[src/rtl/regmove_pkg.sv]
package regmove_pkg;

  localparam int INSTR_W = 16;
  localparam int RADDR_W = 4;

  localparam logic [RADDR_W-1:0] RA_PC  = 4'd4;
  localparam logic [RADDR_W-1:0] RA_AC  = 4'd5;
  localparam logic [RADDR_W-1:0] RA_MAR = 4'd6;
  localparam logic [RADDR_W-1:0] RA_MBR = 4'd7;

  localparam logic [3:0] OPC_MOVE = 4'b0001;
  localparam logic [3:0] OPC_MARI = 4'b0011;
  localparam logic [3:0] OPC_LOAD = 4'b0101;
  localparam logic [3:0] OPC_SAVE = 4'b0110;

  typedef enum logic [2:0] {
    ST_FETCH,
    ST_LATCH,
    ST_EXEC,
    ST_LOADWB,
    ST_HALT
  } state_t;

  typedef struct packed {
    logic               is_move;
    logic               is_mari;
    logic               is_load;
    logic               is_save;
    logic               is_add;
    logic               is_jz;
    logic               illegal;
    logic [RADDR_W-1:0] dst;
    logic [RADDR_W-1:0] src;
  } dec_t;

endpackage

[src/rtl/regmove_decode.sv]
module regmove_decode
  import regmove_pkg::*;
#(
  parameter logic [3:0] OP_ADD = 4'b0100,
  parameter logic [3:0] OP_JZ  = 4'b0111
) (
  input  logic [INSTR_W-1:0] instr,
  output dec_t               dec
);

  logic [3:0] opc;
  logic       gpr_operand;
  logic       ac_dst_bad;
  logic       ac_src_bad;

  assign opc         = instr[15:12];
  assign gpr_operand = (instr[3:2] == 2'b00);

  // AC only trades values with the general registers
  assign ac_dst_bad = (instr[7:4] == RA_AC) && (instr[3:2] != 2'b00);
  assign ac_src_bad = (instr[3:0] == RA_AC) && (instr[7:6] != 2'b00);

  always_comb begin
    dec     = '0;
    dec.dst = instr[7:4];
    dec.src = instr[3:0];
    if (opc == OPC_MOVE) begin
      dec.is_move = 1'b1;
      dec.illegal = (instr[11:8] != 4'b0000) || instr[7] || instr[3] ||
                    ac_dst_bad || ac_src_bad;
    end else if (opc == OPC_MARI) begin
      dec.is_mari = 1'b1;
    end else if (opc == OPC_LOAD) begin
      dec.is_load = 1'b1;
      dec.illegal = !gpr_operand;
    end else if (opc == OPC_SAVE) begin
      dec.is_save = 1'b1;
      dec.illegal = !gpr_operand;
    end else if (opc == OP_ADD) begin
      dec.is_add  = 1'b1;
      dec.illegal = !gpr_operand;
    end else if (opc == OP_JZ) begin
      dec.is_jz = 1'b1;
    end else begin
      dec.illegal = 1'b1;
    end
  end

endmodule

[src/rtl/regmove_regfile.sv]
module regmove_regfile #(
  parameter int DATA_W   = 16,
  parameter int NUM_REGS = 4,
  localparam int SEL_W   = $clog2(NUM_REGS)
) (
  input  logic                       clk,
  input  logic                       rst,
  input  logic                       wr_en,
  input  logic [SEL_W-1:0]           wr_sel,
  input  logic [DATA_W-1:0]          wr_data,
  output logic [NUM_REGS*DATA_W-1:0] regs_flat
);

  for (genvar g = 0; g < NUM_REGS; g++) begin : g_reg
    logic [DATA_W-1:0] q;
    always_ff @(posedge clk) begin
      if (rst) begin
        q <= '0;
      end else if (wr_en && (wr_sel == SEL_W'(g))) begin
        q <= wr_data;
      end
    end
    assign regs_flat[g*DATA_W +: DATA_W] = q;
  end

endmodule

[src/rtl/regmove_srcmux.sv]
module regmove_srcmux
  import regmove_pkg::*;
#(
  parameter int DATA_W = 16,
  parameter int ADDR_W = 12
) (
  input  logic [RADDR_W-1:0]  sel,
  input  logic [4*DATA_W-1:0] gpr_flat,
  input  logic [ADDR_W-1:0]   pc,
  input  logic [DATA_W-1:0]   ac,
  input  logic [ADDR_W-1:0]   mar,
  input  logic [DATA_W-1:0]   mbr,
  output logic [DATA_W-1:0]   val
);

  localparam int PAD_W = DATA_W - ADDR_W;

  always_comb begin
    case (sel)
      4'd0:    val = gpr_flat[0*DATA_W +: DATA_W];
      4'd1:    val = gpr_flat[1*DATA_W +: DATA_W];
      4'd2:    val = gpr_flat[2*DATA_W +: DATA_W];
      4'd3:    val = gpr_flat[3*DATA_W +: DATA_W];
      RA_PC:   val = {{PAD_W{1'b0}}, pc};
      RA_AC:   val = ac;
      RA_MAR:  val = {{PAD_W{1'b0}}, mar};
      RA_MBR:  val = mbr;
      default: val = '0;
    endcase
  end

endmodule

[src/rtl/regmove_core.sv]
module regmove_core
  import regmove_pkg::*;
#(
  parameter int         DATA_W = 16,
  parameter int         ADDR_W = 12,
  parameter logic [3:0] OP_ADD = 4'b0100,
  parameter logic [3:0] OP_JZ  = 4'b0111
) (
  input  logic                clk,
  input  logic                rst,
  output logic [ADDR_W-1:0]   mem_addr,
  output logic                mem_rd_en,
  output logic                mem_wr_en,
  output logic [DATA_W-1:0]   mem_wdata,
  input  logic [DATA_W-1:0]   mem_rdata,
  output logic [4*DATA_W-1:0] dbg_gpr,
  output logic [ADDR_W-1:0]   dbg_pc,
  output logic [DATA_W-1:0]   dbg_ac,
  output logic [ADDR_W-1:0]   dbg_mar,
  output logic [DATA_W-1:0]   dbg_mbr,
  output logic                halted
);

  localparam int NUM_GPR = 4;
  localparam int GSEL_W  = $clog2(NUM_GPR);

  state_t               state;
  logic [INSTR_W-1:0]   ir;
  logic [ADDR_W-1:0]    pc;
  logic [ADDR_W-1:0]    mar;
  logic [DATA_W-1:0]    ac;
  logic [DATA_W-1:0]    mbr;
  dec_t                 dec;
  logic                 in_exec;
  logic                 exec_ok;
  logic [RADDR_W-1:0]   src_sel;
  logic [DATA_W-1:0]    src_val;
  logic                 gpr_we;
  logic [GSEL_W-1:0]    gpr_wsel;
  logic [DATA_W-1:0]    gpr_wdata;
  logic [ADDR_W-1:0]    pc_next_seq;

  regmove_decode #(
    .OP_ADD(OP_ADD),
    .OP_JZ (OP_JZ)
  ) u_decode (
    .instr(ir),
    .dec  (dec)
  );

  assign in_exec = (state == ST_EXEC);
  assign exec_ok = in_exec && !dec.illegal;

  // move reads its source field; load/save/add read the general register in bits 1:0
  assign src_sel = dec.is_move ? dec.src : {2'b00, ir[1:0]};

  regmove_srcmux #(
    .DATA_W(DATA_W),
    .ADDR_W(ADDR_W)
  ) u_srcmux (
    .sel     (src_sel),
    .gpr_flat(dbg_gpr),
    .pc      (pc),
    .ac      (ac),
    .mar     (mar),
    .mbr     (mbr),
    .val     (src_val)
  );

  assign gpr_we    = (state == ST_LOADWB) ||
                     (exec_ok && dec.is_move && (dec.dst[3:2] == 2'b00));
  assign gpr_wsel  = (state == ST_LOADWB) ? ir[1:0] : dec.dst[1:0];
  assign gpr_wdata = (state == ST_LOADWB) ? mem_rdata : src_val;

  regmove_regfile #(
    .DATA_W  (DATA_W),
    .NUM_REGS(NUM_GPR)
  ) u_regfile (
    .clk      (clk),
    .rst      (rst),
    .wr_en    (gpr_we),
    .wr_sel   (gpr_wsel),
    .wr_data  (gpr_wdata),
    .regs_flat(dbg_gpr)
  );

  assign pc_next_seq = pc + ADDR_W'(1);

  always_ff @(posedge clk) begin
    if (rst) begin
      state <= ST_FETCH;
      ir    <= '0;
      pc    <= '0;
      mar   <= '0;
      ac    <= '0;
      mbr   <= '0;
    end else begin
      case (state)
        ST_FETCH: state <= ST_LATCH;
        ST_LATCH: begin
          ir    <= mem_rdata[INSTR_W-1:0];
          state <= ST_EXEC;
        end
        ST_EXEC: begin
          if (dec.illegal) begin
            state <= ST_HALT;
          end else begin
            state <= dec.is_load ? ST_LOADWB : ST_FETCH;
            pc    <= pc_next_seq;
            if (dec.is_move) begin
              case (dec.dst)
                RA_PC:   pc  <= src_val[ADDR_W-1:0];
                RA_AC:   ac  <= src_val;
                RA_MAR:  mar <= src_val[ADDR_W-1:0];
                RA_MBR:  mbr <= src_val;
                default: ;
              endcase
            end
            if (dec.is_mari) mar <= ir[ADDR_W-1:0];
            if (dec.is_save) mbr <= src_val;
            if (dec.is_add)  ac  <= ac + src_val;
            if (dec.is_jz && (ac == '0)) pc <= ir[ADDR_W-1:0];
          end
        end
        ST_LOADWB: begin
          mbr   <= mem_rdata;
          state <= ST_FETCH;
        end
        default: state <= ST_HALT;
      endcase
    end
  end

  assign mem_addr  = (state == ST_FETCH) ? pc : mar;
  assign mem_rd_en = (state == ST_FETCH) || (exec_ok && dec.is_load);
  assign mem_wr_en = exec_ok && dec.is_save;
  assign mem_wdata = src_val;

  assign dbg_pc  = pc;
  assign dbg_ac  = ac;
  assign dbg_mar = mar;
  assign dbg_mbr = mbr;
  assign halted  = (state == ST_HALT);

endmodule

[config.mk]
export PLATFORM = sky130hd
export DESIGN_NAME = regmove_core
export DESIGN_NICKNAME = d
export VERILOG_FILES = /design/src/rtl/regmove_pkg.sv /design/src/rtl/regmove_decode.sv /design/src/rtl/regmove_regfile.sv /design/src/rtl/regmove_srcmux.sv /design/src/rtl/regmove_core.sv
export SDC_FILE = /design/constraint.sdc
export NUM_CORES = 1
export LEC_CHECK = 0
export CORE_ASPECT_RATIO = 0.6
export CORE_MARGIN = 4
export CORE_UTILIZATION = 48
export CTS_CLUSTER_SIZE = 14
export DETAILED_ROUTE_END_ITERATION = 8
export PLACE_DENSITY = 0.76
export REMOVE_ABC_BUFFERS = 1
export SLEW_MARGIN = 15
export SYNTH_ARGS = -nofsm -noshare
export SYNTH_HDL_FRONTEND = slang
export SYNTH_SLANG_ARGS = --single-unit
[constraint.sdc]
create_clock -name clk -period 4.1 [get_ports clk]
set_input_delay 0.615 -clock clk [delete_from_list [all_inputs] [get_ports clk]]
set_output_delay 0.615 -clock clk [all_outputs]
set_load 0.1 [all_outputs]
==> run summary <==
Status: finished clean
Leak pwr: 4.419 nW
Clock-pin slew of the registers on the worst-case setup and hold paths: 0.07 ns
Hold Slack: 0.4687 ns
Seq/Total Area, Yosys: 34.60%
Post-synth EDFFs: 0
CTS H-tree lvls: 4
Final setup skew: 0.01424 ns
Critical path depth: 15
Critical Path Sink Type: flop
DR iter-0 viols: 1319
Crit path cell chain: or4b_4 -> nor2_4 -> o32ai_1 -> a222oi_1 -> inv_1 -> ha_1 -> inv_1 -> fa_1 -> nand2b_1 -> a21oi_1 -> o21bai_1 -> a21oi_1 -> or3_1 -> a31oi_1 -> a21oi_1
CTS tree: done
CP max stage cell: or4b_4
GRT Total Usage: 32.74%
Number of setup violations in the final report: 0
Fin nets: 1203
Period utilisation layout: 95.03%
PwrDens: 353.7 nW/um2
Final worst-path setup slack: 0.2037 ns
CTS Buf Count: 17
Syn_area_per_cell: 8.058 um2
Gpl congestion: 0.9892
Layout cells sized above 1: 14.15%
# IOs: 169
Number of antenna cells inserted: 0
Global-route wire length before repair: 48440 um
Drt total wl: 31830 um
Final-report hold violation count: 0
Most common cell after layout, fill and taps aside: clkdlybuf4s50_1
Clock Latency Late Sink: 0.42 ns
Tot Pwr: 3.861 mW
Main synth FF type: dfxtp_1
Clock sink count: 139
Post-Place Worst Slack: 0.1885 ns
Clk root buf: clkbuf_16
WHS Path Cells: 2
Post-synthesis register bit count: 139
Most frequent cells in the layout: clkdlybuf4s50_1, dfxtp_1, nor2_1
Critical setup path kind: flop to flop
Overflow after GRT: 0
Core box area: 16310 um2
Worst hold path type: flop to flop
Routed length per instance: 22.60 um
Reg2Reg Depth: 15
Fmax achieved: 256.7 MHz
Die area: 18960 um2
Post-synthesis cell type count: 74
Max-slew violations: 0
CP Launch Type: flop
Least-Margin Pin Slew: 1.016 ns
IO buf count: 168
HPWL after DPL: 22760 um
Post-synthesis cell area: 8041 um2
Largest net degree at the start of global routing: 80
Placed Instance Area: 10300 um2
Post-route cell area: 10920 um2
Crit-path max cell delay: 0.68 ns
Ys async rst share: 0%
Synthesis Warnings: 0
Routed vias/inst: 6.312
Vias in the first global route: 8245
Critical Path AT: 4.19 ns
Worst-path fanout max: 13
Post-layout util: 66.95%
ANT nets after route: 0
Initial antenna violation count: 0
Slew margin rel.: 32.19%
Die X: 175.1 um
Most used cell, CP: a21oi_1
Placed cell count: 1375
Maximum VDD drop: 0.0002526 V
MaxCap Viol Count: 0
Vias: 8887
Cells after Synth: 998
Post-Layout Cell Count: 1408
Initial Utilization: 49.32%
DRC viols: 0
Minimum period implied by the final worst setup slack: 3.896 ns
CP Buf/Inv Count: 2
Row Count: 36
RSZ-0062 raised after global routing: false
CP Data Required Time: 4.40 ns
Kind of cell adding the most delay to the critical path: compound AO/OA/AOI/OAI gates
Die H: 108.3 um
Setup_tns: 0 ns
FILL cells: 1363
Synthesis-to-finish area growth: 35.76%
Longest Clk Path Bufs: 2
Router iterations before antenna repair: 6
==> worst reg2reg max path: stages, from the launching register on <==
cell      delay, ns
dfxtp_1        0.35
or4b_4         0.68
nor2_4         0.19
o32ai_1        0.09
a222oi_1       0.54
inv_1          0.19
ha_1           0.27
inv_1          0.08
fa_1           0.19
nand2b_1       0.14
a21oi_1        0.11
o21bai_1       0.23
a21oi_1        0.14
or3_1          0.32
a31oi_1        0.18
a21oi_1        0.09
==> worst paths after layout <==
kind | startpoint | end | slack, ns
worst max register to register | ir[13]$_SDFFE_PP0P_ | dbg_ac[12]$_SDFFE_PP0P_ | 0.20
worst max-delay path | ir[13]$_SDFFE_PP0P_ | dbg_ac[12]$_SDFFE_PP0P_ | 0.20
worst min register to register | ir[12]$_SDFFE_PP0P_ | ir[12]$_SDFFE_PP0P_ | 0.47
worst min-delay path | ir[12]$_SDFFE_PP0P_ | ir[12]$_SDFFE_PP0P_ | 0.47
==> where the power goes <==
part	internal, mW	leakage [nW]	switching (mW)
clock	0.913	0.283	0.639
sequential	1.39	1.12	0.0787
combinational	0.260	3.01	0.583
==> synth_stat cells, types with 9 or more instances <==
cell type	number	area [um2]
clkbuf_1	45	168.9
mux2_2	23	259.0
a211o_1	9	78.83
nand2_1	108	405.4
o21ai_0	67	335.3
o211ai_1	13	97.59
inv_1	21	78.83
and3_1	10	62.56
nor3_1	10	50.05
nand3_1	46	230.2
nand4_1	10	62.56
nor2_1	116	435.4
a211oi_1	9	67.56
nor2b_1	11	68.82
a22oi_1	9	67.56
mux2i_1	77	770.7
buf_2	21	105.1
ha_1	16	200.2
dfxtp_1	139	2783
a31oi_1	9	56.30
a21oi_1	87	435.4
xnor2_1	13	113.9
==> final cells by class <==
type,count,area (um2),share of cell area (%)
Clock inverter,13,142.6,1.307
Timing Repair Buffer,229,2305,21.11
Sequential cell,139,2784,25.50
Multi-Input combinational cell,759,4878,44.69
Inverter,22,82.58,0.7564
Clock buffer,18,439.2,4.023
Tap cell,228,285.3,2.613
==> flip-flops by register name, summed over array words and instances (netlist names) <==
| signal | flops |
|---|---|
| dbg_pc | 12 |
| dbg_mar | 12 |
| ir | 16 |
| dbg_ac | 16 |
| u_regfile.g.q | 64 |
| dbg_mbr | 16 |
| state | 3 |
==> logic make-up (layout without fill, tap and decap cells) <==
logic type	count (synthesis)	count (layout)	synth area share [%]
XOR/XNOR	19	19	2.069
adder cells (fa/ha/maj)	17	17	2.738
flip-flops	139	139	34.60
multiplexers	102	102	13.37
buffers and inverters	100	282	5.415
AND/OR/NAND/NOR	352	352	20.45
AO/OA/AOI/OAI	269	269	21.36
==> what timing repair did <==
action                     4_1_cts  5_1_grt
gates resized for setup          0        4
buffers inserted                 0        2
hold buffers                     0        0
setup endpoints to repair        0        4
==> metal layers <==
metal / part of all wire, % / GRT usage [%]
met1: 42 / 47.38
met2: 42 / 48.72
met3: 14 / 8.246
met4: 2.4 / 8.627
met5: 0 / 0
Note: power is estimated with default switching activity, not from simulation.
